--- src/rtl/intr_pkg.sv ---
package intr_pkg;
  localparam int DATA_W      = 8;
  localparam int BIT_GIE     = 7;
  localparam int BIT_EN_NVM  = 6;
  localparam int BIT_EN_TMR  = 5;
  localparam int BIT_EN_EXT  = 4;
  localparam int BIT_EN_PORT = 3;
  localparam int BIT_F_TMR   = 2;
  localparam int BIT_F_EXT   = 1;
  localparam int BIT_F_PORT  = 0;

  typedef struct packed {
    logic nvm;
    logic tmr;
    logic ext;
    logic port;
  } src_t;

  // request: master enable and any flag/enable pair
  function automatic logic pending(input logic [DATA_W-1:0] ctrl, input logic nvm_flag);
    logic hit;
    hit = (ctrl[BIT_EN_NVM]  & nvm_flag)
        | (ctrl[BIT_EN_TMR]  & ctrl[BIT_F_TMR])
        | (ctrl[BIT_EN_EXT]  & ctrl[BIT_F_EXT])
        | (ctrl[BIT_EN_PORT] & ctrl[BIT_F_PORT]);
    return ctrl[BIT_GIE] & hit;
  endfunction

  // selected edge between previous and current sample
  function automatic logic edge_hit(input logic prev, input logic now, input logic rise);
    return (prev != now) && (now == rise);
  endfunction
endpackage

--- src/rtl/intr_sync.sv ---
module intr_sync #(
  parameter int W      = 1,
  parameter int STAGES = 2
) (
  input  logic         clk,
  input  logic         rst_n,
  input  logic [W-1:0] d,
  output logic [W-1:0] q
);
  logic [W-1:0] stage_q [STAGES];

  genvar g;
  for (g = 0; g < STAGES; g++) begin : g_stage
    if (g == 0) begin : g_first
      always_ff @(posedge clk or negedge rst_n)
        if (!rst_n) stage_q[g] <= '0;
        else        stage_q[g] <= d;
    end else begin : g_next
      always_ff @(posedge clk or negedge rst_n)
        if (!rst_n) stage_q[g] <= '0;
        else        stage_q[g] <= stage_q[g-1];
    end
  end

  assign q = stage_q[STAGES-1];
endmodule

--- src/rtl/intr_detect.sv ---
module intr_detect
  import intr_pkg::*;
#(
  parameter int PORT_W = 4
) (
  input  logic              clk,
  input  logic              rst_n,
  input  logic              ext_s,
  input  logic              ext_rise,
  input  logic [PORT_W-1:0] port_s,
  output logic              ext_evt,
  output logic              port_evt
);
  logic              ext_prev_q;
  logic [PORT_W-1:0] port_prev_q;

  always_ff @(posedge clk or negedge rst_n)
    if (!rst_n) begin
      ext_prev_q  <= 1'b0;
      port_prev_q <= '0;
    end else begin
      ext_prev_q  <= ext_s;
      port_prev_q <= port_s;
    end

  assign ext_evt  = edge_hit(ext_prev_q, ext_s, ext_rise);
  assign port_evt = |(port_prev_q ^ port_s);
endmodule

--- src/rtl/intr_regs.sv ---
module intr_regs
  import intr_pkg::*;
#(
  parameter int               ADDR_W      = 8,
  parameter logic [ADDR_W-1:0] CTRL_ADDR_A = 8'h0B,
  parameter logic [ADDR_W-1:0] CTRL_ADDR_B = 8'h8B,
  parameter logic [ADDR_W-1:0] AUX_ADDR    = 8'h88
) (
  input  logic              clk,
  input  logic              rst_n,
  input  logic [ADDR_W-1:0] bus_addr,
  input  logic              bus_wr,
  input  logic [DATA_W-1:0] bus_wdata,
  output logic [DATA_W-1:0] bus_rdata,
  input  src_t              evt,
  input  logic              irq_ack,
  input  logic              ret_strobe,
  output logic [DATA_W-1:0] ctrl_q,
  output logic              nvm_q
);
  logic              sel_ctrl, sel_aux;
  logic [DATA_W-1:0] ctrl_d;
  logic              nvm_d;

  assign sel_ctrl = (bus_addr == CTRL_ADDR_A) || (bus_addr == CTRL_ADDR_B);
  assign sel_aux  = (bus_addr == AUX_ADDR);

  always_comb begin
    ctrl_d = ctrl_q;
    nvm_d  = nvm_q;
    if (bus_wr && sel_ctrl) ctrl_d = bus_wdata;
    if (bus_wr && sel_aux)  nvm_d  = bus_wdata[0];
    // hardware sets override software writes
    if (evt.tmr)  ctrl_d[BIT_F_TMR]  = 1'b1;
    if (evt.ext)  ctrl_d[BIT_F_EXT]  = 1'b1;
    if (evt.port) ctrl_d[BIT_F_PORT] = 1'b1;
    if (evt.nvm)  nvm_d              = 1'b1;
    // master enable: acknowledge beats return
    if (ret_strobe) ctrl_d[BIT_GIE] = 1'b1;
    if (irq_ack)    ctrl_d[BIT_GIE] = 1'b0;
  end

  always_ff @(posedge clk or negedge rst_n)
    if (!rst_n) begin
      ctrl_q <= '0;
      nvm_q  <= 1'b0;
    end else begin
      ctrl_q <= ctrl_d;
      nvm_q  <= nvm_d;
    end

  always_comb begin
    if (sel_ctrl)     bus_rdata = ctrl_q;
    else if (sel_aux) bus_rdata = {{(DATA_W-1){1'b0}}, nvm_q};
    else              bus_rdata = '0;
  end
endmodule

--- src/rtl/intr_hub.sv ---
module intr_hub
  import intr_pkg::*;
#(
  parameter int               ADDR_W      = 8,
  parameter int               PORT_W      = 4,
  parameter int               SYNC_STAGES = 2,
  parameter logic [ADDR_W-1:0] CTRL_ADDR_A = 8'h0B,
  parameter logic [ADDR_W-1:0] CTRL_ADDR_B = 8'h8B,
  parameter logic [ADDR_W-1:0] AUX_ADDR    = 8'h88
) (
  input  logic              clk,
  input  logic              rst_n,
  input  logic [ADDR_W-1:0] bus_addr,
  input  logic              bus_wr,
  input  logic [7:0]        bus_wdata,
  output logic [7:0]        bus_rdata,
  input  logic              tmr_ovf,
  input  logic              nvm_done,
  input  logic              ext_pin,
  input  logic              ext_rise,
  input  logic [PORT_W-1:0] port_hi,
  output logic              irq,
  input  logic              irq_ack,
  input  logic              ret_strobe
);
  localparam int SYNC_W = PORT_W + 1;

  logic [SYNC_W-1:0] raw_in, synced;
  logic              ext_s;
  logic [PORT_W-1:0] port_s;
  logic              ext_evt, port_evt;
  src_t              evt;
  logic [DATA_W-1:0] ctrl_q;
  logic              nvm_q;
  // named state for the checker
  logic              gie, tmr_flag, nvm_flag;

  assign raw_in = {ext_pin, port_hi};
  assign ext_s  = synced[SYNC_W-1];
  assign port_s = synced[PORT_W-1:0];

  intr_sync #(.W(SYNC_W), .STAGES(SYNC_STAGES)) u_sync (
    .clk(clk), .rst_n(rst_n), .d(raw_in), .q(synced)
  );

  intr_detect #(.PORT_W(PORT_W)) u_detect (
    .clk(clk), .rst_n(rst_n), .ext_s(ext_s), .ext_rise(ext_rise),
    .port_s(port_s), .ext_evt(ext_evt), .port_evt(port_evt)
  );

  assign evt.nvm  = nvm_done;
  assign evt.tmr  = tmr_ovf;
  assign evt.ext  = ext_evt;
  assign evt.port = port_evt;

  intr_regs #(
    .ADDR_W(ADDR_W), .CTRL_ADDR_A(CTRL_ADDR_A),
    .CTRL_ADDR_B(CTRL_ADDR_B), .AUX_ADDR(AUX_ADDR)
  ) u_regs (
    .clk(clk), .rst_n(rst_n), .bus_addr(bus_addr), .bus_wr(bus_wr),
    .bus_wdata(bus_wdata), .bus_rdata(bus_rdata), .evt(evt),
    .irq_ack(irq_ack), .ret_strobe(ret_strobe),
    .ctrl_q(ctrl_q), .nvm_q(nvm_q)
  );

  assign gie      = ctrl_q[BIT_GIE];
  assign tmr_flag = ctrl_q[BIT_F_TMR];
  assign nvm_flag = nvm_q;
  assign irq      = pending(ctrl_q, nvm_q);
endmodule

--- config.mk ---
export PLATFORM = sky130hd
export DESIGN_NAME = intr_hub
export DESIGN_NICKNAME = d
export VERILOG_FILES = /design/src/rtl/intr_pkg.sv /design/src/rtl/intr_sync.sv /design/src/rtl/intr_detect.sv /design/src/rtl/intr_regs.sv /design/src/rtl/intr_hub.sv
export SDC_FILE = /design/constraint.sdc
export NUM_CORES = 1
export LEC_CHECK = 0
export BUFFER_PORTS_ARGS = -buffer_cell sky130_fd_sc_hd__buf_2
export CORE_ASPECT_RATIO = 1.25
export CORE_UTILIZATION = 47
export CTS_CLUSTER_SIZE = 10
export DETAILED_ROUTE_END_ITERATION = 7
export PLACE_DENSITY_LB_ADDON = 0.25
export SETUP_SLACK_MARGIN = 0.05
export SYNTH_ARGS = -nofsm -noshare
export SYNTH_HDL_FRONTEND = slang
export SYNTH_SLANG_ARGS = --single-unit
--- constraint.sdc ---
create_clock -name clk -period 1.45 [get_ports clk]
set_clock_uncertainty 0.15 [all_clocks]
set_input_delay 0.29 -clock clk [delete_from_list [all_inputs] [get_ports clk]]
set_output_delay 0.29 -clock clk [all_outputs]
set_load 0.02 [all_outputs]
* After elaboration in Yosys (flattened, before gate mapping)
Cells that the tools add are included. Widths: inputs -> output; s select.
Operators by class: equal/unequal tests 5, muxes and demuxes 10, bitwise operators 9, reductions and logical operators 10
Operator list (count):
- $eq 8x8->1 const B | 2
- $mux 8 | 2
- $eq 8x4->1 const B | 1
- $mux 1 | 8
- $reduce_bool 2->1 | 4
- $and 1x1->1 | 5
- $reduce_or 4->1 | 1
- $xor 4x4->4 | 1
- $logic_and 1x1->1 | 3
- $or 1x1->1 | 3
- $reduce_bool 3->1 | 1
- $eq 1x1->1 | 1
- $logic_or 1x1->1 | 1
- $ne 1x1->1 | 1
Word-level totals: bits in registers 24, bits of input ports 29, output and inout bits 9, word-level logic and storage cells 44

* Depth between registers and ports, before layout
Gate-level depths: netlist (run 1).
depth after elaboration 6, depth in mapped cells 3

* Hierarchy
From an unflattened synthesis (run 1), not the netlist that was laid out.
Unflattened totals: cells, all modules 79, area, all modules 1023.5 sq um
By module, submodules not included:
- intr_regs | times used 1, cells each 48, area an instance 524.3 sq um
- intr_sync | times used 1, cells each 15, area an instance 287.8 sq um
- intr_detect | times used 1, cells each 13, area an instance 188.9 sq um
- intr_hub | times used 1, cells each 3, area an instance 22.5 sq um

* Worst setup path after synthesis (run 1)
No wires, ideal clock.
kind input-to-output, start in bus_addr[6], end out bus_rdata[1], arrival time 1.115 ns, data required time 1.010 ns, path slack -0.105 ns, cell stages on the path 3, cells stage by stage nor4_2 -> and4_4 -> and2_1
On the way: longest elaborated chain between the ends 3
RTL lines:
- start: declaration | RTL line intr_hub.sv:13 | input logic [ADDR_W-1:0] bus_addr,
- $eq 8x4->1 or $eq 8x8->1 (tied branches) | RTL line intr_regs.sv:25 | assign sel_ctrl = (bus_addr == CTRL_ADDR_A) || (bus_addr == CTRL_ADDR_B);
- $logic_or 1x1->1 * | RTL line intr_regs.sv:25
- $mux 8 * | RTL line intr_regs.sv:53 | if (sel_ctrl) bus_rdata = ctrl_q;
- end: declaration | RTL line intr_hub.sv:16 | output logic [7:0] bus_rdata,
Every way passes the cells marked *; elsewhere a longest branch is shown, timed or not.

* Worst setup path in the final report (run 1)
start in bus_addr[5], end out bus_rdata[3]
Same word-level chain as after synthesis.

==> run metrics, run 1 <==
grt total ovfl=0; Yosys top cell by area=dfrtp_1; Final Worst Setup Slack=-0.2117 ns; Layout area overhead=50.88%; initial core utilization=between 40% and 50%; routed length per instance=approximately 15 um; Final Cycle Share=114.6%; max-slew violation count=0; Die Y=53.34 um; #FFs+latches synth=24; drt pass-1 iters=4; Crit Path Max Fanout=7; global-route usage over all layers=between 20% and 30%; CP endpoint=bus_rdata[3]; RR Startpoint=u_sync.q[1]; largest stage delay on the critical path=0.30 ns; final hold viol count=0; failing checks=negative setup slack; R2R depth=3; fillers=125; Setup crit end kind=primary output; largest cells by area after synthesis=dfrtp_1 61%, mux2_4 6.1%, and2_1 4.4%; R2R setup slack=0.18 ns; # H-tree levels=1; final setup vio count=9; register area share after synthesis=60.61%; vias in the first global route=784; post-synthesis mux area share=approximately 7.1%; CTS tree=done; Syn Area/Cell=13.39 um2; final wirelength=2212 um; Cell Pwr Density=914.1 nW/um2; critical path required time=1.01 ns; post-synthesis cell type count=25; DRC viols=0; peak supply drop=approximately 0.81 mV; HP Class=in2reg; Nets=162; share of cells above drive strength 1=52.27%; Ports=38; Area after DPL=1272 um2; Buf/Inv on CP=2; Antenna Cells=0; crit path time final=1.662 ns; CTS root buffer=clkbuf_4; Die Width=43.07 um; port bufs=37; first-pass GRT wire length=3470 um; commonest cells after routing, fill and taps aside=28 x buf_2, 24 x dfrtp_1, 10 x buf_4; RSZ-0062 raised after global routing=yes; initial antenna violation count=0; Num CTS Buffers=3; post-synthesis adder-cell area fraction=0%; kind of critical path=in2out; MaxCap Viol Count=0; simple-gate portion of the synthesized area=22.10%; WP data arrival=1.22 ns; main combinational cell family by area after synthesis=simple AND/OR/NAND/NOR gates; f_max=approximately 600 MHz; top-area cell type share of the netlist area=60.61%; Worst setup SP type=input port; critical path's slowest cell=and4_4; vias per cell=around 5.3; Core Box Area=1982 um2; Max transition margin=66.11%; via count=between 800 and 900; HPWL Detailed=1506 um; hold depth=2; outcome=finished, violations left; Fin Hold WS=slightly below 0.04 ns; Reg clk slew, reported paths=0.12 ns; Rows=18; setup_tns=-1.737 ns; Setup WS pre-CTS=-0.2766 ns; post-synthesis cell area=991.0 um2; clk_lat worst skew=0.32 ns; synthesis warning total=0; CP top delay family=simple AND/OR/NAND/NOR gates; Finished Cell Area=1495 um2; clock buffer depth=2; pin count of the biggest net entering global routing=25; Gate Count Post-Synth=74; commonest non-fill, non-tap cell in the layout=buf_2; clk sinks=24; Mapped Nets=103; crit-path cells=buf_8 > nor4_4 > and4_4 > and2_4 > buf_6; WP depth=5; complex-gate fraction of the synthesized area=6.313%; Final ANT Viol Nets=0; leakage=0.7203 nW; initial DRC count=10; final cell utilization of the core=75.44%; worst setup path start=bus_addr[5]; gp weighted congestion=0.8099; Post-Synth XOR/XNOR Area=3.535%; DIE AREA=2297 um2; worst-margin pin slew=0.5083 ns; worst r2r dst=u_regs.ctrl_q[0]
layout make-up:
type,count,area (um2),share of cell area [%]
inverter,1,3.754,0.2510
tap,20,25.02,1.674
clock buffer,3,22.52,1.506
timing repair buffer,54,390.4,26.11
clock inverter,1,30.03,2.008
multi-input combinational,49,422.9,28.28
sequential,24,600.6,40.17
cells by family (layout without fill, tap and decap cells):
logic type             Yosys count  after routing
XOR/XNOR                         4              4
AO/OA/AOI/OAI                   10             10
multiplexers                     5              5
buffers and inverters            1             59
AND/OR/NAND/NOR                 30             30
flip-flops                      24             24
power breakdown:
part | internal (mW) | leakage [nW] | switching (mW)
clock network | 0.280 | 0.0279 | 0.196
registers | 0.702 | 0.277 | 0.0227
logic | 0.0996 | 0.416 | 0.0670
sequential cells by signal (all words and copies together) (netlist names):
register and flops:
u_detect.ext_prev_q 1, u_detect.port_prev_q 4, u_regs.ctrl_q 8, u_regs.nvm_q 1, u_sync.q 5, u_sync.stage_q 5
worst min-delay path by stage:
stage,slack [ns],from,endpoint
2_1_floorplan,-0.16,rst_n,u_detect.ext_prev_q
3_3_place_gp,0.12,rst_n,u_sync.stage_q[8]
3_5_place_dp,0.14,rst_n,u_sync.stage_q[8]
4_1_cts,0.02,tmr_ovf,u_regs.ctrl_q[2]
5_1_grt,0.03,bus_wdata[5],u_regs.ctrl_q[5]
6_report,0.04,tmr_ovf,u_regs.ctrl_q[2]
metrics by stage:
step / power (mW) / instances
6_report: 1.367 / 152
5_1_grt: 1.423 / 152
4_1_cts: 1.371 / 151
3_5_place_dp: 0.8697 / 137
3_3_place_gp: 0.8632 / 137
2_1_floorplan: 0.7847 / 74
per-layer routing:
metal,vias to the layer above,routed length [um],track usage [%]
met4,0,48,16.67
met5,-,0,0
met1,381,906,26.52
met3,4,111,1.024
li1,386,-,-
met2,30,1145,35.10
Yosys cell counts, drive strengths merged:
cell and instances:
a21boi 1, a21oi 1, a22oi 2, a31oi 1, a32oi 1, and2 7, and3b 1, and4 1
and4bb 2, dfrtp 24, inv 1, mux2 4, mux2i 1, nand2 2, nand3 6, nand3b 1
nand4 1, nand4bb 2, nor2 4, nor3b 1, nor4 2, o21ai 4, xor2 4
timing repair:
item                                    4_1_cts  5_1_grt
endpoints found under the setup margin        9        9
gates resized for setup                      18        3
hold buffers                                  7        0
setup buffers                                 3        1
endpoints found under the hold margin        30        0
pin swaps                                     4        2
gates cloned                                  0        0
worst register-to-register path, stage by stage, from the launching register on:
cell     delay, ns
dfrtp_1       0.43
xor2_1        0.17
nor4_1        0.28
nand3_1       0.12
Power figures use the tool's default switching activity.
==> inputs of run 2 (changes only) <==
CORE_MARGIN = 2   (was unset)
PLACE_DENSITY_LB_ADDON = 0.12   (was 0.25)
==> run metrics, run 2 (synthesis gave the netlist of run 1 again) <==
gp weighted congestion=0.7362; clk_lat worst skew=0.30 ns; WP data arrival=roughly 1.2 ns; # H-tree levels=1; Layout area overhead=53.28%; commonest non-fill, non-tap cell in the layout=buf_2; HP Class=in2reg; final setup vio count=9; share of cells above drive strength 1=54.01%; Internal=966.3 uW; kind of critical path=in2out; Clk pwr share=about 27%; worst-margin pin slew=0.4974 ns; RSZ-0062 raised after global routing=yes; R2R setup slack=0.26 ns; global-route usage over all layers=about a fifth; leakage=0.7395 nW; Worst setup SP type=input port; peak supply drop=0.7740 mV; drt pass-1 iters=2; initial DRC count=2; Max transition margin=66.84%; f_max=604.4 MHz; grt total ovfl=0; commonest cells after routing, fill and taps aside=27 x buf_2, 24 x dfrtp_1, 16 x buf_4; Die Width=45.07 um; critical path required time=1.01 ns; final cell count without fillers=157; max-slew violation count=0; Worst Hold End=u_regs.ctrl_q[2]; Final Worst Setup Slack=-0.2045 ns; DRC viols=0; Rows=18; placed cell count=138; Finished Cell Area=1519 um2; final cell utilization of the core=between 70 and 80%; pin count of the biggest net entering global routing=25; power share of the sequential group=58.4%; Area after DPL=1280 um2; final wirelength=2065 um; Tot Pwr=1.237 mW; Fin Hold WS=0.03527 ns; worst r2r dst=u_regs.ctrl_q[0]; DIE AREA=~2500 um2; port bufs=37; sw frac=a little over a fifth; initial core utilization=about half; routed length per instance=13.15 um; CTS root buffer=clkbuf_4; R2R depth=3; Core Box Area=roughly 2000 um2; Final ANT Viol Nets=0; Nets=approximately 170; Ports=38; MaxCap Viol Count=0; CTS tree=done; final hold viol count=0; Setup crit end kind=primary output; Cell Pwr Density=814.2 nW/um2; hold_sp=tmr_ovf; Die Y=55.34 um; first-pass GRT wire length=3374 um; fillers=~130; RR Startpoint=u_sync.q[3]; Top reg by flops=u_regs.ctrl_q; HPWL Detailed=1483 um; crit path time final=1.654 ns; vias per cell=~5.2; initial antenna violation count=0; Final Cycle Share=114.1%; via count=between 800 and 900; failing checks=negative setup slack; hold depth=2; vias in the first global route=812; Gate power share=between 10% and 20%; clk sinks=24; Antenna Cells=0; outcome=finished, violations left; Crit Path Max Fanout=7; clock buffer depth=2; NetSw=between 200 and 300 uW; max reg flops=8; Reg clk slew, reported paths=0.12 ns; Num CTS Buffers=3
-- run 2: cell count changes in the layout (fill, tap and decap cells not counted) --
| cell | delta |
|---|---|
| buf_4 | +6 |
| clkbuf_8 | +1 |
| buf_2 | -1 |
| bufinv_16 | -1 |
-- run 2: worst max path at each step --
| stage | end | cells past startpoint | slack, ns | from |
|---|---|---|---|---|
| CTS | bus_rdata[5] | 5 | -0.21 | bus_addr[2] |
| floorplan | bus_rdata[1] | 3 | -0.02 | bus_addr[6] |
| global placement | bus_rdata[4] | 5 | -0.25 | bus_addr[6] |
| finish | bus_rdata[7] | 5 | -0.20 | bus_addr[5] |
| detailed placement | bus_rdata[4] | 5 | -0.26 | bus_addr[6] |
| global route | bus_rdata[7] | 5 | -0.28 | bus_addr[5] |
-- run 2: final cells by class --
class	instances	area [um2]	share of cell area (%)
Clock buffer	4	36.28	2.389
Inverter	1	3.754	0.2471
Multi-Input combinational cell	49	422.9	27.84
Sequential cell	24	600.6	39.54
Tap cell	20	25.02	1.647
Timing Repair Buffer	59	430.4	28.34
-- run 2: critical path: stages --
cell    delay, ns
buf_8        0.10
nor4_4       0.27
and4_4       0.30
and2_4       0.15
buf_6        0.11
-- run 2: timing repair --
item,in CTS,in global routing
setup endpoints to repair,9,9
pin swaps,3,2
hold buffers,7,0
resized for setup,18,4
endpoints found under the hold margin,30,0
setup buffers,5,3
-- run 2: stage by stage --
| step | setup TNS [ns] | setup slack, ns |
|---|---|---|
| floorplan | -0.1456 | -0.02079 |
| global placement | -2.210 | -0.2506 |
| detailed placement | -2.345 | -0.2585 |
| CTS | -1.697 | -0.2062 |
| global route | -2.375 | -0.2830 |
| finish | -1.663 | -0.2045 |
-- run 2: metal layers --
metal	GRT usage [%]	routed length, um
met2	31.22	1104
met1	21.88	801
met3	3.595	139
met5	0	0
met4	8.824	19
-- run 2: power by group through the flow --
stage	Clock [mW]	Sequential [mW]	Combinational, mW
after floorplan	0	0.729	0.0558
after global placement	0	0.734	0.133
after detailed placement	0	0.735	0.137
after CTS	0.347	0.720	0.168
after global routing	0.372	0.727	0.200
final	0.334	0.722	0.181
